**src/rtl/s3_seq_pkg.sv**
```systemverilog
package s3_seq_pkg;
  localparam int unsigned NUM_ST = 6;

  localparam int unsigned B_IDLE   = 0;
  localparam int unsigned B_STOP   = 1;
  localparam int unsigned B_RST    = 2;
  localparam int unsigned B_CLKOFF = 3;
  localparam int unsigned B_POFF   = 4;
  localparam int unsigned B_RESUME = 5;

  typedef logic [NUM_ST-1:0] seq_st_t;

  localparam seq_st_t ST_IDLE   = seq_st_t'(1) << B_IDLE;
  localparam seq_st_t ST_STOP   = seq_st_t'(1) << B_STOP;
  localparam seq_st_t ST_RST    = seq_st_t'(1) << B_RST;
  localparam seq_st_t ST_CLKOFF = seq_st_t'(1) << B_CLKOFF;
  localparam seq_st_t ST_POFF   = seq_st_t'(1) << B_POFF;
  localparam seq_st_t ST_RESUME = seq_st_t'(1) << B_RESUME;
endpackage

```
**src/rtl/s3_span_cnt.sv**
```systemverilog
module s3_span_cnt #(
  parameter int unsigned MAX = 4,
  localparam int unsigned CW = (MAX < 2) ? 1 : $clog2(MAX + 1)
) (
  input  logic          clk_i,
  input  logic          rst_ni,
  input  logic          clr_i,
  input  logic          en_i,
  output logic [CW-1:0] cnt_o
);
  localparam logic [CW-1:0] CMAX = CW'(MAX);

  always_ff @(posedge clk_i or negedge rst_ni) begin
    if (!rst_ni)                     cnt_o <= '0;
    else if (clr_i)                  cnt_o <= '0;
    else if (en_i && cnt_o != CMAX)  cnt_o <= cnt_o + 1'b1;
  end
endmodule

```
**src/rtl/s3_seq_fsm.sv**
```systemverilog
module s3_seq_fsm
  import s3_seq_pkg::*;
#(
  parameter int unsigned RTC_TICKS   = 1,
  parameter int unsigned CLK_HOLD    = 4,
  parameter int unsigned OFF_DELAY   = 1,
  parameter int unsigned RESUME_HOLD = 4,
  parameter int unsigned RW = 1,
  parameter int unsigned CW = 3
) (
  input  logic          clk_i,
  input  logic          rst_ni,
  input  logic          sleep_req_i,
  input  logic          rtc_tick_i,
  input  logic          pwr_good_i,
  input  logic [RW-1:0] rtc_cnt_i,
  input  logic [CW-1:0] cyc_cnt_i,
  output seq_st_t       st_o,
  output logic          st_chg_o,
  output logic          err_o
);
  localparam logic [RW-1:0] RTC_LAST  = RW'(RTC_TICKS - 1);
  localparam logic [CW-1:0] HOLD_LAST = CW'(CLK_HOLD - 1);
  localparam logic [CW-1:0] OFF_LAST  = CW'(OFF_DELAY - 1);
  localparam logic [CW-1:0] RES_LAST  = CW'(RESUME_HOLD);

  seq_st_t st_q, st_d;
  logic    pg_q;
  logic    in_seq, pg_lost, pg_rise, accept;

  assign in_seq  = st_q[B_STOP] | st_q[B_RST] | st_q[B_CLKOFF];
  assign pg_lost = in_seq & ~pwr_good_i;
  assign pg_rise = pwr_good_i & ~pg_q;
  assign accept  = st_q[B_IDLE] & sleep_req_i & rtc_tick_i & pwr_good_i;

  always_comb begin
    st_d = st_q;
    unique case (1'b1)
      st_q[B_IDLE]:   if (accept) st_d = ST_STOP;
      st_q[B_STOP]:   if (!pwr_good_i) st_d = ST_POFF;
                      else if (rtc_tick_i && rtc_cnt_i == RTC_LAST) st_d = ST_RST;
      st_q[B_RST]:    if (!pwr_good_i) st_d = ST_POFF;
                      else if (cyc_cnt_i == HOLD_LAST) st_d = ST_CLKOFF;
      st_q[B_CLKOFF]: if (!pwr_good_i) st_d = ST_POFF;
                      else if (cyc_cnt_i == OFF_LAST) st_d = ST_POFF;
      st_q[B_POFF]:   if (pg_rise) st_d = ST_RESUME;
      st_q[B_RESUME]: if (cyc_cnt_i == RES_LAST) st_d = ST_IDLE;
      default:        st_d = ST_IDLE;
    endcase
  end

  always_ff @(posedge clk_i or negedge rst_ni) begin
    if (!rst_ni) begin
      st_q  <= ST_IDLE;
      pg_q  <= 1'b0;
      err_o <= 1'b0;
    end else begin
      st_q <= st_d;
      pg_q <= pwr_good_i;
      if (pg_lost)     err_o <= 1'b1;
      else if (accept) err_o <= 1'b0;
    end
  end

  assign st_o     = st_q;
  assign st_chg_o = (st_d != st_q);

  assert_state_onehot_R1: assert property (@(posedge clk_i) disable iff (!rst_ni)
    $countones(st_q) == 1);

  assert_loss_to_poff_R8: assert property (@(posedge clk_i) disable iff (!rst_ni)
    pg_lost |=> (st_q[B_POFF] && err_o));

  assert_err_clear_R10: assert property (@(posedge clk_i) disable iff (!rst_ni)
    accept |=> !err_o);
endmodule

```
**src/rtl/s3_out_dec.sv**
```systemverilog
module s3_out_dec
  import s3_seq_pkg::*;
#(
  parameter int unsigned RESUME_HOLD = 4,
  parameter int unsigned CW = 3
) (
  input  seq_st_t       st_i,
  input  logic [CW-1:0] cyc_cnt_i,
  input  logic          pwr_good_i,
  output logic          clk_stop_no,
  output logic          mod_rst_no,
  output logic          pad_iso_o,
  output logic          mem_clk_en_o,
  output logic          pwr_off_req_o
);
  localparam logic [CW-1:0] RES_HOLD = CW'(RESUME_HOLD);

  logic pg_force, rst_on, clk_off;

  // immediate override when supply fails mid-sequence
  assign pg_force = ~pwr_good_i & (st_i[B_STOP] | st_i[B_RST] | st_i[B_CLKOFF]);

  assign rst_on = st_i[B_RST] | st_i[B_CLKOFF] | st_i[B_POFF]
                | (st_i[B_RESUME] & (cyc_cnt_i < RES_HOLD)) | pg_force;
  assign clk_off = st_i[B_CLKOFF] | st_i[B_POFF] | pg_force;

  assign clk_stop_no   = st_i[B_IDLE];
  assign mod_rst_no    = ~rst_on;
  assign pad_iso_o     = rst_on;
  assign mem_clk_en_o  = ~clk_off;
  assign pwr_off_req_o = st_i[B_POFF];
endmodule

```
**src/rtl/s3_entry_seq.sv**
```systemverilog
module s3_entry_seq
  import s3_seq_pkg::*;
#(
  parameter int unsigned RTC_TICKS   = 1,
  parameter int unsigned CLK_HOLD    = 4,
  parameter int unsigned OFF_DELAY   = 1,
  parameter int unsigned RESUME_HOLD = 4
) (
  input  logic clk_i,
  input  logic rst_ni,
  input  logic sleep_req_i,
  input  logic rtc_tick_i,
  input  logic pwr_good_i,
  output logic clk_stop_no,
  output logic mod_rst_no,
  output logic pad_iso_o,
  output logic mem_clk_en_o,
  output logic pwr_off_req_o,
  output logic err_o
);
  localparam int unsigned CYC_MAX_A = (CLK_HOLD > OFF_DELAY) ? CLK_HOLD : OFF_DELAY;
  localparam int unsigned CYC_MAX   = (CYC_MAX_A > RESUME_HOLD) ? CYC_MAX_A : RESUME_HOLD;
  localparam int unsigned RW = (RTC_TICKS < 2) ? 1 : $clog2(RTC_TICKS + 1);
  localparam int unsigned CW = (CYC_MAX < 2) ? 1 : $clog2(CYC_MAX + 1);

  seq_st_t       st;
  logic          st_chg;
  logic [RW-1:0] rtc_cnt;
  logic [CW-1:0] cyc_cnt;

  s3_span_cnt #(.MAX(RTC_TICKS)) u_rtc_cnt (
    .clk_i (clk_i),
    .rst_ni(rst_ni),
    .clr_i (st_chg),
    .en_i  (st[B_STOP] & rtc_tick_i),
    .cnt_o (rtc_cnt)
  );

  s3_span_cnt #(.MAX(CYC_MAX)) u_cyc_cnt (
    .clk_i (clk_i),
    .rst_ni(rst_ni),
    .clr_i (st_chg),
    .en_i  (st[B_RST] | st[B_CLKOFF] | st[B_RESUME]),
    .cnt_o (cyc_cnt)
  );

  s3_seq_fsm #(
    .RTC_TICKS  (RTC_TICKS),
    .CLK_HOLD   (CLK_HOLD),
    .OFF_DELAY  (OFF_DELAY),
    .RESUME_HOLD(RESUME_HOLD),
    .RW         (RW),
    .CW         (CW)
  ) u_fsm (
    .clk_i      (clk_i),
    .rst_ni     (rst_ni),
    .sleep_req_i(sleep_req_i),
    .rtc_tick_i (rtc_tick_i),
    .pwr_good_i (pwr_good_i),
    .rtc_cnt_i  (rtc_cnt),
    .cyc_cnt_i  (cyc_cnt),
    .st_o       (st),
    .st_chg_o   (st_chg),
    .err_o      (err_o)
  );

  s3_out_dec #(
    .RESUME_HOLD(RESUME_HOLD),
    .CW         (CW)
  ) u_dec (
    .st_i         (st),
    .cyc_cnt_i    (cyc_cnt),
    .pwr_good_i   (pwr_good_i),
    .clk_stop_no  (clk_stop_no),
    .mod_rst_no   (mod_rst_no),
    .pad_iso_o    (pad_iso_o),
    .mem_clk_en_o (mem_clk_en_o),
    .pwr_off_req_o(pwr_off_req_o)
  );

  assert_clk_off_needs_rst_R6: assert property (@(posedge clk_i) disable iff (!rst_ni)
    !mem_clk_en_o |-> !mod_rst_no);

  assert_rst_needs_stop_R6: assert property (@(posedge clk_i) disable iff (!rst_ni)
    !mod_rst_no |-> !clk_stop_no);

  assert_stop_on_tick_R2: assert property (@(posedge clk_i) disable iff (!rst_ni)
    $fell(clk_stop_no) |-> $past(rtc_tick_i && sleep_req_i && pwr_good_i));

  assert_rst_on_tick_R3: assert property (@(posedge clk_i) disable iff (!rst_ni)
    ($fell(mod_rst_no) && pwr_good_i) |-> $past(rtc_tick_i));

  assert_poff_after_clkoff_R5: assert property (@(posedge clk_i) disable iff (!rst_ni)
    $rose(pwr_off_req_o) |-> $past(!mem_clk_en_o));
endmodule

```
**config.mk**
```make
export PLATFORM = sky130hd
export DESIGN_NAME = s3_entry_seq
export DESIGN_NICKNAME = d
export VERILOG_FILES = /design/src/rtl/s3_seq_pkg.sv /design/src/rtl/s3_span_cnt.sv /design/src/rtl/s3_seq_fsm.sv /design/src/rtl/s3_out_dec.sv /design/src/rtl/s3_entry_seq.sv
export SDC_FILE = /design/constraint.sdc
export NUM_CORES = 1
export LEC_CHECK = 0
export BUFFER_PORTS_ARGS = -buffer_cell sky130_fd_sc_hd__clkbuf_2
export CAP_MARGIN = 20
export CELL_PAD_IN_SITES_DETAIL_PLACEMENT = 0
export CELL_PAD_IN_SITES_GLOBAL_PLACEMENT = 1
export CORE_AREA = 2 2 49 69
export DETAILED_ROUTE_END_ITERATION = 6
export DIE_AREA = 0 0 51 71
export PLACE_DENSITY_LB_ADDON = 0.1
export SLEW_MARGIN = 20
export SYNTH_ARGS = -nofsm -noshare
export SYNTH_HDL_FRONTEND = slang
export SYNTH_SLANG_ARGS = --single-unit
export TNS_END_PERCENT = 50
```
**constraint.sdc**
```tcl
create_clock -name clk_i -period 3.1 [get_ports clk_i]
set_clock_uncertainty 0.05 [all_clocks]
set_input_delay 0.465 -clock clk_i [delete_from_list [all_inputs] [get_ports clk_i]]
set_output_delay 0.465 -clock clk_i [all_outputs]
set_load 0.02 [all_outputs]
```
==> impl_metrics.ini <==
[status]
outcome = completed

[die]
die_area_um2 = 3620
placementRows = 24
placeableCoreArea_um2 = 3030
boundaryPins = 11
dieWidth_um = 51
initial_core_util = 0.247
floorplan.die.height_um = 71

[power]
power_density_nw_per_um2 = 859
total_power_uw = 731
leakage_nw = 0.381
ir_drop_v = 0.000375

[critical_path]
setup.worst_path.end_class = output port
timing.reg2reg.setup_slack_ns = 1.33
rr_endpoint = u_cyc_cnt.cnt_o[0]$_DFFE_PN0P_
critPathRequiredTime_ns = 2.58
crit_path_cell_trace = nor3_1 > o221ai_1 > inv_1 > clkbuf_2
worst-r2r-cell-count = 5
critPathMaxStageDelay_ns = 0.49
worst-path-buf-inv = 2
timing.critical_path.fanout_max = 9
critPathSlowestCell = dfrtp_1
timing.critical_path.from_type = flop
start_of_the_worst_register_to_register_path = u_cyc_cnt.cnt_o[0]$_DFFE_PN0P_
path_delay_family = flip-flops
critPathArrivalTime_ns = 1.48
crit_type = flop to output port

[synthesis]
mappedNetlistArea_um2 = 748
synthTopCellsByArea = dfrtp_1 37%, ha_1 5.0%, buf_6 4.5%
ys_seq_elements = 12
synth.net_count = 81
synth_top_area_cell = dfrtp_1
ys_warn_count = 0
synthesis.instances = 73
portion_of_the_post_synthesis_area_used_by_sequential_elements = 0.403
synth_top_area_frac = 0.368
syn-mean-instance-area_um2 = 10.2
synth.lib_cells_used.distinct = 36

[sta]
final_hold_viol_count = 0
layout_setup_ws_ns = 1.11
setup_viol = 0
maxClockFrequency_mhz = 502
timing_max_transition_violations_final = 0
hold-worst-slack_ns = 0.0584
max_slew.worst_pin.slew_ns = 0.656
timing.slew.headroom = 0.556
post-route-period-util = 0.642
finalCriticalPeriod_ns = 1.99
setup_repair_after_global_routing_missed_its_margin = no
fin_setup_tns_ns = 0

[route]
wirelength_per_cell_um = 15.0
route.final.wire_length_mm = 1.83
drt-pass1-iter-count = 4
ant_nets = 0
route.detailed.drc = 0
drtIter0Drc = 5
drt-vias-per-instance = 4.84
vias = 590

[clocking]
cts_htree_levels = 1
clock_sinks = 12
cts_made_buffers = 3
cts_tree = done
cts.repair.resized = 0
ctsRootBufferMaster = clkbuf_8
cts.repair_timing.setup_buffer_count = 0
clock_insertion_delay_worst_skew_ns = 0.24
clk_transition_reported_paths_ns = 0.06
cts.hold.buffers_added = 0
clk_path_buf_depth = 2

[placement]
gpl.final_weighted_congestion = 0.687
placed_cells = 118
dpl.hpwl_mm = 1.37
dpl_cell_area_um2 = 806
placement.io_buffers = 10
dp_slack_ns = 1.33

[global_routing]
grt_pass1_wl_mm = 2.94
overflow = 0
antenna_found_initial = 0
global_route.usage.total = 0.110
first_global_vias = 589
maximum_number_of_pins_on_one_net_before_global_route_repair = 13

[layout]
insertedDiodeCount = 0
fin_nets = 92
share_of_post_route_cells_with_drive_strength_above_1 = 0.265
syn_to_final_growth_pct = 13.7
final_util = 0.281
layout.cell_area.non_filler_um2 = 851
instances_no_fill = 122

[flow_run]
drv.max_cap_violation_count = 0

[worst_hold_path]
timing.hold.worst.class = input port to asynchronous set/reset pin
how the worst max path moves through the flow:
stage	from	to	slack, ns	cells after the start
5_1_grt	u_fsm.st_o[3]$_DFF_PN0_	mod_rst_no	0.98	4
3_3_place_gp	u_cyc_cnt.cnt_o[0]$_DFFE_PN0P_	u_rtc_cnt.cnt_o$_DFFE_PN0P_	1.34	6
2_1_floorplan	pwr_good_i	mod_rst_no	1.33	3
3_5_place_dp	u_cyc_cnt.cnt_o[0]$_DFFE_PN0P_	u_cyc_cnt.cnt_o[0]$_DFFE_PN0P_	1.33	5
6_report	u_fsm.st_o[3]$_DFF_PN0_	mod_rst_no	1.11	4
4_1_cts	u_fsm.st_o[3]$_DFF_PN0_	mod_rst_no	1.09	4
state kept, by name (all words and copies together) (netlist names):
signal	cells
u_cyc_cnt.cnt_o	3
u_fsm.err_o	1
u_fsm.pg_q	1
u_fsm.st_o	6
u_rtc_cnt.cnt_o	1
cell type report:
cell class                      instances  area, µm²
Sequential cell                        12        302
Tap cell                               39       48.8
Multi-Input combinational cell         49        375
Inverter                                8       30.0
Fill cell                             333       2180
Clock buffer                            4       45.0
Timing Repair Buffer                   10       50.0
routing by layer:
metal	vias up	GRT usage	wire length, µm	part of all wire
met1	288	0.136	811	0.44
met3	4	0.0295	59	0.032
li1	290	-	-	-
met5	-	0	0	0
met4	0	0.0450	29	0.016
met2	8	0.177	926	0.51
report_power, final:
group	internal [mW]	total (mW)	switching, mW
clock network	0.0908	0.153	0.0618
logic	0.130	0.320	0.190
registers	0.208	0.258	0.0507
total	0.428	0.731	0.302
placed cells by master (no fill, tap or decap), drive strengths merged, types with 3 or more instances in the layout:
cell,Yosys,layout
a21oi,3,3
clkbuf,0,14
dfrtp,11,11
ha,3,3
inv,8,8
nand2,5,5
nor2,3,3
nor3,4,4
nor4,3,3
worst reg2reg max path, delay by kind of cell, from the launching register on:
family / cells / cell delay, ns
AOI/OAI and AO/OA: 2 / 0.57
adders and majority gates: 1 / 0.26
buffers and inverters: 1 / 0.06
DFF: 1 / 0.38
and+or+nand+nor: 1 / 0.35
synth_stat cells, drive strengths merged:
cell type and n:
nand2b 2, o311ai 2, nor4b 1, o21ai 2, or3 1, dfstp 1, nand2 5, ha 3
and3b 2, a221o 1, o31a 1, nor2 3, nor3 4, and4b 1, xnor2 1, a22oi 1
mux2i 2, o31ai 2, dfrtp 11, inv 8, nand3b 1, a311oi 2, a21o 1, nand4 1
a32oi 1, a21oi 3, buf 4, o221ai 1, nor4 3, o22ai 1, nor2b 1
cells by family after synthesis:
logic type	Yosys count	synth area share
muxes	2	0.0268
adders and majority gates	3	0.0502
xor gates and xnor gates	1	0.0117
AOI/OAI and AO/OA	18	0.202
DFF	12	0.403
buffers and inverters	12	0.0953
and+or+nand+nor	25	0.211
No activity file was read; power rests on OpenSTA's default activity.
